## config.mk

```make
export PLATFORM = sky130hd
export DESIGN_NAME = seg_pkt_monitor
export DESIGN_NICKNAME = d
export VERILOG_FILES = /design/src/rtl/seg_pkt_pkg.sv /design/src/rtl/spm_keep_check.sv /design/src/rtl/spm_seg_scan.sv /design/src/rtl/spm_tally.sv /design/src/rtl/seg_pkt_monitor.sv
export SDC_FILE = /design/constraint.sdc
export NUM_CORES = 1
export LEC_CHECK = 0
export BUFFER_PORTS_ARGS = -buffer_cell sky130_fd_sc_hd__buf_2
export CORE_UTILIZATION = 30
export DETAILED_ROUTE_END_ITERATION = 8
export HOLD_SLACK_MARGIN = 0.02
export SYNTH_ARGS = -nofsm -noshare
export SYNTH_HDL_FRONTEND = slang
export SYNTH_HIERARCHICAL = 1
export SYNTH_SLANG_ARGS = --single-unit
```

## constraint.sdc

```tcl
create_clock -name clk -period 4.27 [get_ports clk]
set_input_delay 0.427 -clock clk [delete_from_list [all_inputs] [get_ports clk]]
set_output_delay 0.427 -clock clk [all_outputs]
set_load 0.01 [all_outputs]
```

## src/rtl/seg_pkt_pkg.sv

```systemverilog
package seg_pkt_pkg;
   localparam int ERR_W = 6;

   localparam int E_KEEP_HOLE     = 0;
   localparam int E_KEEP_SPARSE   = 1;
   localparam int E_START_LIMIT   = 2;
   localparam int E_MISSING_END   = 3;
   localparam int E_ORPHAN_END    = 4;
   localparam int E_LAST_MISMATCH = 5;

   typedef logic [ERR_W-1:0] err_vec_t;
endpackage

```

## src/rtl/spm_keep_check.sv

```systemverilog
// Byte-enable rules for one beat: holes only on the last beat, never sparse.
module spm_keep_check #(
   parameter int KEEP_W = 128
) (
   input  logic [KEEP_W-1:0] keep,
   input  logic              last,
   output logic              hole_err,
   output logic              sparse_err
);
   logic [KEEP_W-1:0] keep_inc;

   always_comb begin
      keep_inc   = keep + KEEP_W'(1);
      // A contiguous run from bit 0 turns into a single carry bit (or zero).
      sparse_err = |(keep & keep_inc);
      hole_err   = !last && !(&keep);
   end
endmodule

```

## src/rtl/spm_seg_scan.sv

```systemverilog
// Walks the segments of one beat from the lowest upward.
module spm_seg_scan #(
   parameter int SEG_COUNT = 4,
   localparam int SC_W = $clog2(SEG_COUNT + 1)
) (
   input  logic                 open_in,
   input  logic [SEG_COUNT-1:0] seg_hdr,
   input  logic [SEG_COUNT-1:0] seg_end,
   output logic                 open_out,
   output logic [SC_W-1:0]      n_starts,
   output logic [SC_W-1:0]      n_done,
   output logic                 missing_err,
   output logic                 orphan_err
);
   always_comb begin
      logic open_v;
      open_v      = open_in;
      n_starts    = '0;
      n_done      = '0;
      missing_err = 1'b0;
      orphan_err  = 1'b0;
      for (int i = 0; i < SEG_COUNT; i++) begin
         if (seg_hdr[i]) begin
            n_starts = n_starts + SC_W'(1);
            if (open_v) missing_err = 1'b1;
            open_v = 1'b1;
         end
         if (seg_end[i]) begin
            if (open_v) begin
               n_done = n_done + SC_W'(1);
               open_v = 1'b0;
            end else begin
               orphan_err = 1'b1;
            end
         end
      end
      open_out = open_v;
   end
endmodule

```

## src/rtl/spm_tally.sv

```systemverilog
// State and output registers: open flag, counters, sticky error vector.
module spm_tally
   import seg_pkt_pkg::*;
#(
   parameter int CNT_W = 32,
   parameter int SC_W  = 3
) (
   input  logic             clk,
   input  logic             rst,
   input  logic             xfer,
   input  logic             open_next,
   input  logic [SC_W-1:0]  n_starts,
   input  logic [SC_W-1:0]  n_done,
   input  err_vec_t         new_err,
   output logic             pkt_open,
   output logic [CNT_W-1:0] pkt_done_cnt,
   output logic [SC_W-1:0]  beat_starts,
   output err_vec_t         err_flags
);
   always_ff @(posedge clk) begin
      if (rst) begin
         pkt_open     <= 1'b0;
         pkt_done_cnt <= '0;
         beat_starts  <= '0;
         err_flags    <= '0;
      end else if (xfer) begin
         pkt_open     <= open_next;
         pkt_done_cnt <= pkt_done_cnt + CNT_W'(n_done);
         beat_starts  <= n_starts;
         err_flags    <= err_flags | new_err;
      end else begin
         beat_starts  <= '0;
      end
   end
endmodule

```

## src/rtl/seg_pkt_monitor.sv

```systemverilog
module seg_pkt_monitor
   import seg_pkt_pkg::*;
#(
   parameter int SEG_COUNT  = 4,
   parameter int SEG_BITS   = 256,
   parameter int MAX_STARTS = 3,
   parameter int READY_LAT  = 0,
   parameter int CNT_W      = 32,
   localparam int DATA_W    = SEG_COUNT * SEG_BITS,
   localparam int KEEP_W    = DATA_W / 8,
   localparam int SC_W      = $clog2(SEG_COUNT + 1)
) (
   input  logic                 clk,
   input  logic                 rst,
   input  logic                 rdy_en,
   output logic                 out_ready,
   input  logic                 in_valid,
   input  logic [KEEP_W-1:0]    in_keep,
   input  logic                 in_last,
   input  logic [SEG_COUNT-1:0] in_seg_end,
   input  logic [SEG_COUNT-1:0] in_seg_hdr,
   output logic [CNT_W-1:0]     pkt_done_cnt,
   output logic [SC_W-1:0]      beat_starts,
   output logic [ERR_W-1:0]     err_flags
);
   if (SEG_BITS % 8 != 0) begin : g_bad_seg
      $error("SEG_BITS must be a whole number of bytes");
   end
   if (SEG_COUNT < 1) begin : g_bad_count
      $error("SEG_COUNT must be at least 1");
   end
   if (MAX_STARTS < 1 || MAX_STARTS > SEG_COUNT) begin : g_bad_limit
      $error("MAX_STARTS must lie between 1 and SEG_COUNT");
   end
   if (READY_LAT < 0) begin : g_bad_lat
      $error("READY_LAT must not be negative");
   end
   if (CNT_W < SC_W) begin : g_bad_cnt
      $error("CNT_W too narrow");
   end

   logic            accept_ok;
   logic            xfer;
   logic            pkt_open;
   logic            open_next;
   logic [SC_W-1:0] n_starts;
   logic [SC_W-1:0] n_done;
   logic            hole_err, sparse_err, missing_err, orphan_err;
   err_vec_t        new_err;

   assign out_ready = rdy_en;

   // Ready-latency variants: same cycle, or a delay line of past ready values.
   if (READY_LAT == 0) begin : g_lat_zero
      assign accept_ok = rdy_en;
   end else begin : g_lat_line
      logic [READY_LAT-1:0] rdy_line;
      if (READY_LAT == 1) begin : g_one
         always_ff @(posedge clk) begin
            if (rst) rdy_line <= '0;
            else     rdy_line <= rdy_en;
         end
      end else begin : g_many
         always_ff @(posedge clk) begin
            if (rst) rdy_line <= '0;
            else     rdy_line <= {rdy_line[READY_LAT-2:0], rdy_en};
         end
      end
      assign accept_ok = rdy_line[READY_LAT-1];
   end

   assign xfer = in_valid && accept_ok;

   spm_keep_check #(.KEEP_W(KEEP_W)) u_keep (
      .keep       (in_keep),
      .last       (in_last),
      .hole_err   (hole_err),
      .sparse_err (sparse_err)
   );

   spm_seg_scan #(.SEG_COUNT(SEG_COUNT)) u_scan (
      .open_in     (pkt_open),
      .seg_hdr     (in_seg_hdr),
      .seg_end     (in_seg_end),
      .open_out    (open_next),
      .n_starts    (n_starts),
      .n_done      (n_done),
      .missing_err (missing_err),
      .orphan_err  (orphan_err)
   );

   always_comb begin
      new_err                  = '0;
      new_err[E_KEEP_HOLE]     = hole_err;
      new_err[E_KEEP_SPARSE]   = sparse_err;
      new_err[E_START_LIMIT]   = (int'(n_starts) > MAX_STARTS);
      new_err[E_MISSING_END]   = missing_err;
      new_err[E_ORPHAN_END]    = orphan_err;
      new_err[E_LAST_MISMATCH] = (in_last == open_next);
   end

   spm_tally #(.CNT_W(CNT_W), .SC_W(SC_W)) u_tally (
      .clk          (clk),
      .rst          (rst),
      .xfer         (xfer),
      .open_next    (open_next),
      .n_starts     (n_starts),
      .n_done       (n_done),
      .new_err      (new_err),
      .pkt_open     (pkt_open),
      .pkt_done_cnt (pkt_done_cnt),
      .beat_starts  (beat_starts),
      .err_flags    (err_flags)
   );
endmodule

```

==> flow_metrics.py, run 1 <==
metrics = {
    "drt": {
        "routed_wl_um": 18700,
        "ant_nets": 0,
        "drt_iter0_drc": 585,
        "vias": 6022,
        "via_per_inst": 5.78,
        "drtPass1Iterations": 5,
        "drc": 0,
        "wl_per_cell_um": 18.0,
    },
    "global_route": {
        "antenna_found_initial": 5,
        "grt_max_degree": 42,
        "grt_pass1_vias": 5668,
        "grt_pass1_wl_um": 29300,
        "grt_overflow": 0,
        "track_usage": 0.229,
    },
    "synth": {
        "yosys.area_share.simple": 0.473,
        "synth_top_cell_by_area": "dfxtp_1",
        "synth-compound-area-share": 0.208,
        "syn_area_per_cell_um2": 7.06,
        "synth_xor_area_frac": 0.0548,
        "async_flop_share": 0,
        "synthTopCellsByCount": "74 x nand2_1, 67 x nor2_1, 65 x nand3_1",
        "synth_top_family_by_area": "simple AND/OR/NAND/NOR gates",
        "synth_warnings": 6,
        "netlist_area_um2": 4640,
        "synth_cell_types": 77,
        "synthMuxAreaShare": 0.0175,
        "synthFlopType": "dfxtp_1",
        "synth_nets": 808,
        "synth_cells": 657,
        "synth_edf_count": 0,
        "synth_top_area_share": 0.181,
        "ys_ff_latch": 42,
        "synth_fa_ha_area_frac": 0.0286,
        "synth_most_common_cell": "nand2_1",
        "ys_seq_area_frac": 0.181,
        "synth_area_leaders": "dfxtp_1 18%, nand3_1 7.0%, nand4_1 7.0%, nand2_1 6.0%, nor2_1 5.4%",
    },
    "cts": {
        "root_buffer": "clkbuf_16",
        "cts_sinks": 42,
        "cts_tree": "built",
        "clkTransAtPathRegs_ns": 0.06,
        "cts_inserted_buffers": 5,
        "insertion_delay_ns": 0.29,
        "clockBufferDepth": 2,
        "htree_levels": 2,
    },
    "die": {
        "core_um2": 15100,
        "ios": 183,
        "die-area_um2": 16000,
        "dieHeight_um": 126,
        "rows": 45,
        "die_x_um": 126,
        "start_util": 0.306,
    },
    "power_and_ir_drop": {
        "max-vdd-ir-drop_mv": 0.122,
        "power_density_nw_per_um2": 182,
        "swShare": 0.309,
        "p_int_mw": 0.755,
        "power_mw": 1.09,
        "p_leak_nw": 2.39,
        "seqPwrFrac": 0.370,
        "switchingPower_mw": 0.338,
        "clock_power_share": 0.356,
        "combinationalPowerShare": 0.274,
    },
    "placement": {
        "place_congestion": 0.973,
        "place.detailed.hpwl_um": 15300,
        "pre_cts_ws_ns": 0.116,
        "placedCellCount": 1029,
        "io_buffers": 182,
    },
    "setup_path": {
        "critPathCaptureType": "flop",
        "worstPathRequired_ns": 4.48,
        "arrival_ns": 4.15,
        "path_max_fanout": 4,
        "path_class": "reg -> reg",
        "cp-start-kind": "flop",
    },
    "sta": {
        "worst_slack_ns": 0.325,
        "slew_violations": 0,
        "skew_ns": 0.00830,
        "hold_viol_final": 0,
        "fin_crit_sh": 0.924,
        "worst_pin_slew_ns": 0.776,
        "setup_viol": 0,
        "timing.fmax_mhz": 253,
        "setup_tns_ns": 0,
        "relSlewSlack": 0.482,
        "rsz0062_at_grt": "no",
        "finalCriticalPeriod_ns": 3.94,
    },
    "min_path": {
        "hold_class": "reg -> reg",
    },
    "status": {
        "status": "finished, final reports clean",
    },
    "layout": {
        "seq_area_um2": 841,
        "final_util": 0.396,
        "fin_cells": 1041,
        "drive_gt1_frac": 0.289,
        "n_fill_cell": 1656,
        "multi_input_area_um2": 3640,
        "synthToLayoutAreaGrowth_pct": 29.4,
        "fin_nets": 999,
    },
    "flow_run": {
        "cap_violations": 0,
    },
}
[power by group through the flow]
stage | combinational [mW] | sequential, mW | clock (mW)
CTS | 0.294 | 0.405 | 0.397
global route | 0.329 | 0.405 | 0.413
detailed placement | 0.292 | 0.413 | 0
finish | 0.299 | 0.405 | 0.389
floorplan | 0.133 | 0.416 | 0
global placement | 0.292 | 0.413 | 0
[sequential cells by signal, indices dropped and copies added (netlist names)]
register	flops
u_tally/pkt_open	1
u_tally/beat_starts	3
u_tally/pkt_done_cnt	32
u_tally/err_flags	6
[per-stage QoR]
stage / cell area [um2] / hold slack, ns
5_1_grt: 6000 / 0.496
6_report: 6000 / 0.465
4_1_cts: 5980 / 0.471
2_1_floorplan: 4640 / 0.496
3_3_place_gp: 5820 / 0.448
3_5_place_dp: 5820 / 0.455
[cells in the final DEF (no fill, tap or decap), drive strengths merged, types with 21 or more instances in the layout]
master	synthesis	routed
a21oi	25	25
buf	5	197
dfxtp	42	42
inv	27	27
nand2	75	75
nand3	70	70
nand4	56	56
nor2	70	70
o21ai	37	37
xor2	21	21
[critical path: stages, from the launching register on]
cell and delay [ns]:
dfxtp_1 0.39, nor2_2 0.09, or2_2 0.30, nand2_1 0.08, ha_1 0.22, a21oi_1 0.18, inv_1 0.06, ha_1 0.27
mux2_4 0.28, ha_1 0.29, mux2_4 0.28, ha_1 0.27, nand3_1 0.18, a21oi_4 0.21, nand3_2 0.12, or4_1 0.51
a21oi_1 0.14
[area by class of cell]
class                   count  share of cell area
multi-input cells         575               0.606
clock inverters             2             0.00209
repair buffers            197               0.171
flip-flops and latches     42               0.140
diodes                      4             0.00167
inverters                  27              0.0169
well taps                 188              0.0392
clock buffers               6              0.0231
[timing repair]
item,CTS,global route
resized for setup,0,2
hold buffers,0,0
setup endpoints to repair,0,2
buffers inserted,0,0
[logic make-up (layout without fill, tap and decap cells)]
family                     count (synthesis)  after routing
muxes                                      7              7
buffers and inverters                     40            232
xor gates and xnor gates                  29             29
AOI/OAI and AO/OA                        138            138
DFF                                       42             42
other                                      0              4
and+or+nand+nor                          391            391
adders and majority gates                 10             10
[final timing paths]
| kind | from | end | slack, ns | cells past startpoint |
|---|---|---|---|---|
| max | u_tally/pkt_open | u_tally/pkt_done_cnt[31] | 0.33 | 16 |
| min | u_tally/err_flags[0] | u_tally/err_flags[0] | 0.47 | 2 |
| max reg2reg | u_tally/pkt_open | u_tally/pkt_done_cnt[31] | 0.33 | 16 |
| min reg2reg | u_tally/err_flags[0] | u_tally/err_flags[0] | 0.47 | 2 |
[routing by layer]
metal	wire length, um	vias up	track usage	share of wire
li1	-	2904	-	-
met5	11	-	0	0.00059
met2	8520	292	0.377	0.45
met4	578	2	0.0836	0.031
met3	1790	45	0.0590	0.096
met1	7830	2779	0.287	0.42
No activity file was read; power rests on OpenSTA's default activity.
==> run 2: changes to the inputs <==
RECOVER_POWER = 25   (was not set)
REMOVE_ABC_BUFFERS = 1   (was not set)
==> run 2 against run 1 <==
Against the previous run:
- die area unchanged
- clock-buffer cell count up 1
- worst hold slack improved by 0.0015 ns
- sequential cell count unchanged
- clock skew fell by 0.0020 ns
- maximum frequency down 1.4%
- combinational power about the same
- power is 2.9% higher
- critical path depth did not move
==> flow_metrics.py, run 2 (same netlist as run 1, synthesis figures left out) <==
metrics = {
    "die": {
        "dieHeight_um": 126,
        "start_util": 0.306,
        "die_x_um": 126,
        "ios": 183,
        "rows": 45,
        "die-area_um2": 16000,
        "core_um2": 15100,
    },
    "layout": {
        "postLayoutCellArea_um2": 5950,
        "synthToLayoutAreaGrowth_pct": 28.3,
        "drive_gt1_frac": 0.259,
        "top_register": "u_tally/pkt_done_cnt",
        "fin_nets": 997,
        "mostFrequentLayoutCell": "buf_2",
        "n_fill_cell": 1666,
        "fin_cells": 1037,
        "reg.largest.list": "u_tally/pkt_done_cnt x32, u_tally/err_flags x6, u_tally/beat_starts x3",
        "largest_reg_flops": 32,
        "final_util": 0.393,
        "final_cell_mix": "161 x buf_2, 74 x nand2_1, 67 x nor2_1",
    },
    "drt": {
        "wl_per_cell_um": 18.2,
        "ant_nets": 0,
        "drt_iter0_drc": 479,
        "drc": 0,
        "routed_wl_um": 18900,
        "via_per_inst": 5.81,
        "drtPass1Iterations": 5,
        "vias": 6026,
    },
    "placement": {
        "pre_cts_ws_ns": 0.0539,
        "place.detailed.hpwl_um": 15600,
        "place_congestion": 1.03,
        "placedCellCount": 1027,
        "placedInstanceArea_um2": 5810,
        "io_buffers": 182,
    },
    "setup_path": {
        "path_max_fanout": 5,
        "path_buf_inv": 1,
        "cp_top_family": "simple AND/OR/NAND/NOR gates",
        "slowest_delay_ns": 0.50,
        "critPathSlowestCell": "or4_1",
        "critPathCaptureType": "flop",
        "r2r_slack_ns": 0.27,
        "r2r_end": "u_tally/pkt_done_cnt[31]",
        "worstRegToRegCells": 16,
        "cpMostUsedCell": "ha_1",
        "path_class": "reg -> reg",
        "cp-startpoint": "u_tally/pkt_open",
        "r2r-start": "u_tally/pkt_open",
        "cp.depth": 16,
        "crit_chain": "nor2_1 -> or2_2 -> nand2_1 -> ha_1 -> a21oi_1 -> inv_1 -> ha_1 -> mux2_4 -> ha_1 -> mux2_4 -> ha_1 -> nand3_1 -> a21oi_4 -> nand3_2 -> or4_1 -> a21oi_1",
        "worstPathRequired_ns": 4.48,
        "arrival_ns": 4.21,
        "worst_setup_path_endpoint": "u_tally/pkt_done_cnt[31]",
        "cp-start-kind": "flop",
    },
    "sta": {
        "hold_slack_ns": 0.467,
        "setup_viol": 0,
        "skew_ns": 0.00633,
        "setup_tns_ns": 0,
        "slew_violations": 0,
        "fin_crit_sh": 0.937,
        "rsz0062_at_grt": "no",
        "worst_pin_slew_ns": 0.744,
        "relSlewSlack": 0.504,
        "hold_viol_final": 0,
        "worst_slack_ns": 0.270,
        "timing.fmax_mhz": 250,
        "finalCriticalPeriod_ns": 4.00,
    },
    "cts": {
        "post_cts_buffers": 0,
        "insertion_delay_ns": 0.28,
        "hold_buffers": 0,
        "cts_inserted_buffers": 5,
        "clockBufferDepth": 2,
        "clkTransAtPathRegs_ns": 0.06,
        "root_buffer": "clkbuf_16",
        "cts_sinks": 42,
        "cts_resized": 0,
        "htree_levels": 2,
        "cts_tree": "built",
    },
    "power_and_ir_drop": {
        "switchingPower_mw": 0.327,
        "max-vdd-ir-drop_mv": 0.146,
        "p_leak_nw": 2.30,
        "clock_power_share": 0.373,
        "combinationalPowerShare": 0.268,
        "power_mw": 1.12,
        "p_int_mw": 0.798,
        "swShare": 0.291,
        "seqPwrFrac": 0.360,
        "power_density_nw_per_um2": 189,
    },
    "global_route": {
        "antenna_found_initial": 3,
        "grt_pass1_vias": 5456,
        "grt_pass1_wl_um": 28700,
        "grt_overflow": 0,
        "track_usage": 0.225,
        "grt_max_degree": 42,
    },
    "min_path": {
        "hold_class": "reg -> reg",
    },
    "flow_run": {
        "cap_violations": 0,
    },
    "status": {
        "status": "finished, final reports clean",
    },
}
## run 2: layout make-up
type / count / area [um2] / share of cell area
clock inverters: 1 / 30.0 / 0.00505
well taps: 188 / 235 / 0.0395
repair buffers: 195 / 982 / 0.165
flip-flops and latches: 42 / 841 / 0.141
clock buffers: 7 / 133 / 0.0223
inverters: 27 / 101 / 0.0170
diodes: 2 / 5.00 / 0.000841
multi-input cells: 575 / 3620 / 0.609
## run 2: worst min-delay path by stage
| stage | startpoint | endpoint | slack, ns | cells past startpoint |
|---|---|---|---|---|
| floorplan | u_tally/pkt_done_cnt[31] | u_tally/pkt_done_cnt[31] | 0.49 | 2 |
| global placement | u_tally/err_flags[5] | u_tally/err_flags[5] | 0.44 | 2 |
| detailed placement | u_tally/err_flags[5] | u_tally/err_flags[5] | 0.45 | 2 |
| CTS | u_tally/err_flags[5] | u_tally/err_flags[5] | 0.47 | 2 |
| global route | u_tally/err_flags[2] | u_tally/err_flags[2] | 0.49 | 2 |
| finish | u_tally/err_flags[5] | u_tally/err_flags[5] | 0.47 | 2 |
## run 2: power groups by stage
| stage | logic (mW) | clock network (mW) | registers (mW) |
|---|---|---|---|
| floorplan | 0.126 | 0 | 0.416 |
| global placement | 0.296 | 0 | 0.413 |
| detailed placement | 0.297 | 0 | 0.413 |
| CTS | 0.298 | 0.431 | 0.404 |
| global route | 0.331 | 0.450 | 0.406 |
| finish | 0.301 | 0.419 | 0.404 |
## run 2: tightest hold or removal path: stages, from the launching register on
cell	delay [ns]
dfxtp_1	0.32
a21oi_1	0.04
nor2_1	0.07
## run 2: per-layer routing
layer,global-route usage,share of wire,up-vias
met4,0.0872,0.034,2
met5,0,0.00069,-
met3,0.0633,0.088,48
met2,0.355,0.43,284
met1,0.290,0.45,2784
li1,-,-,2908
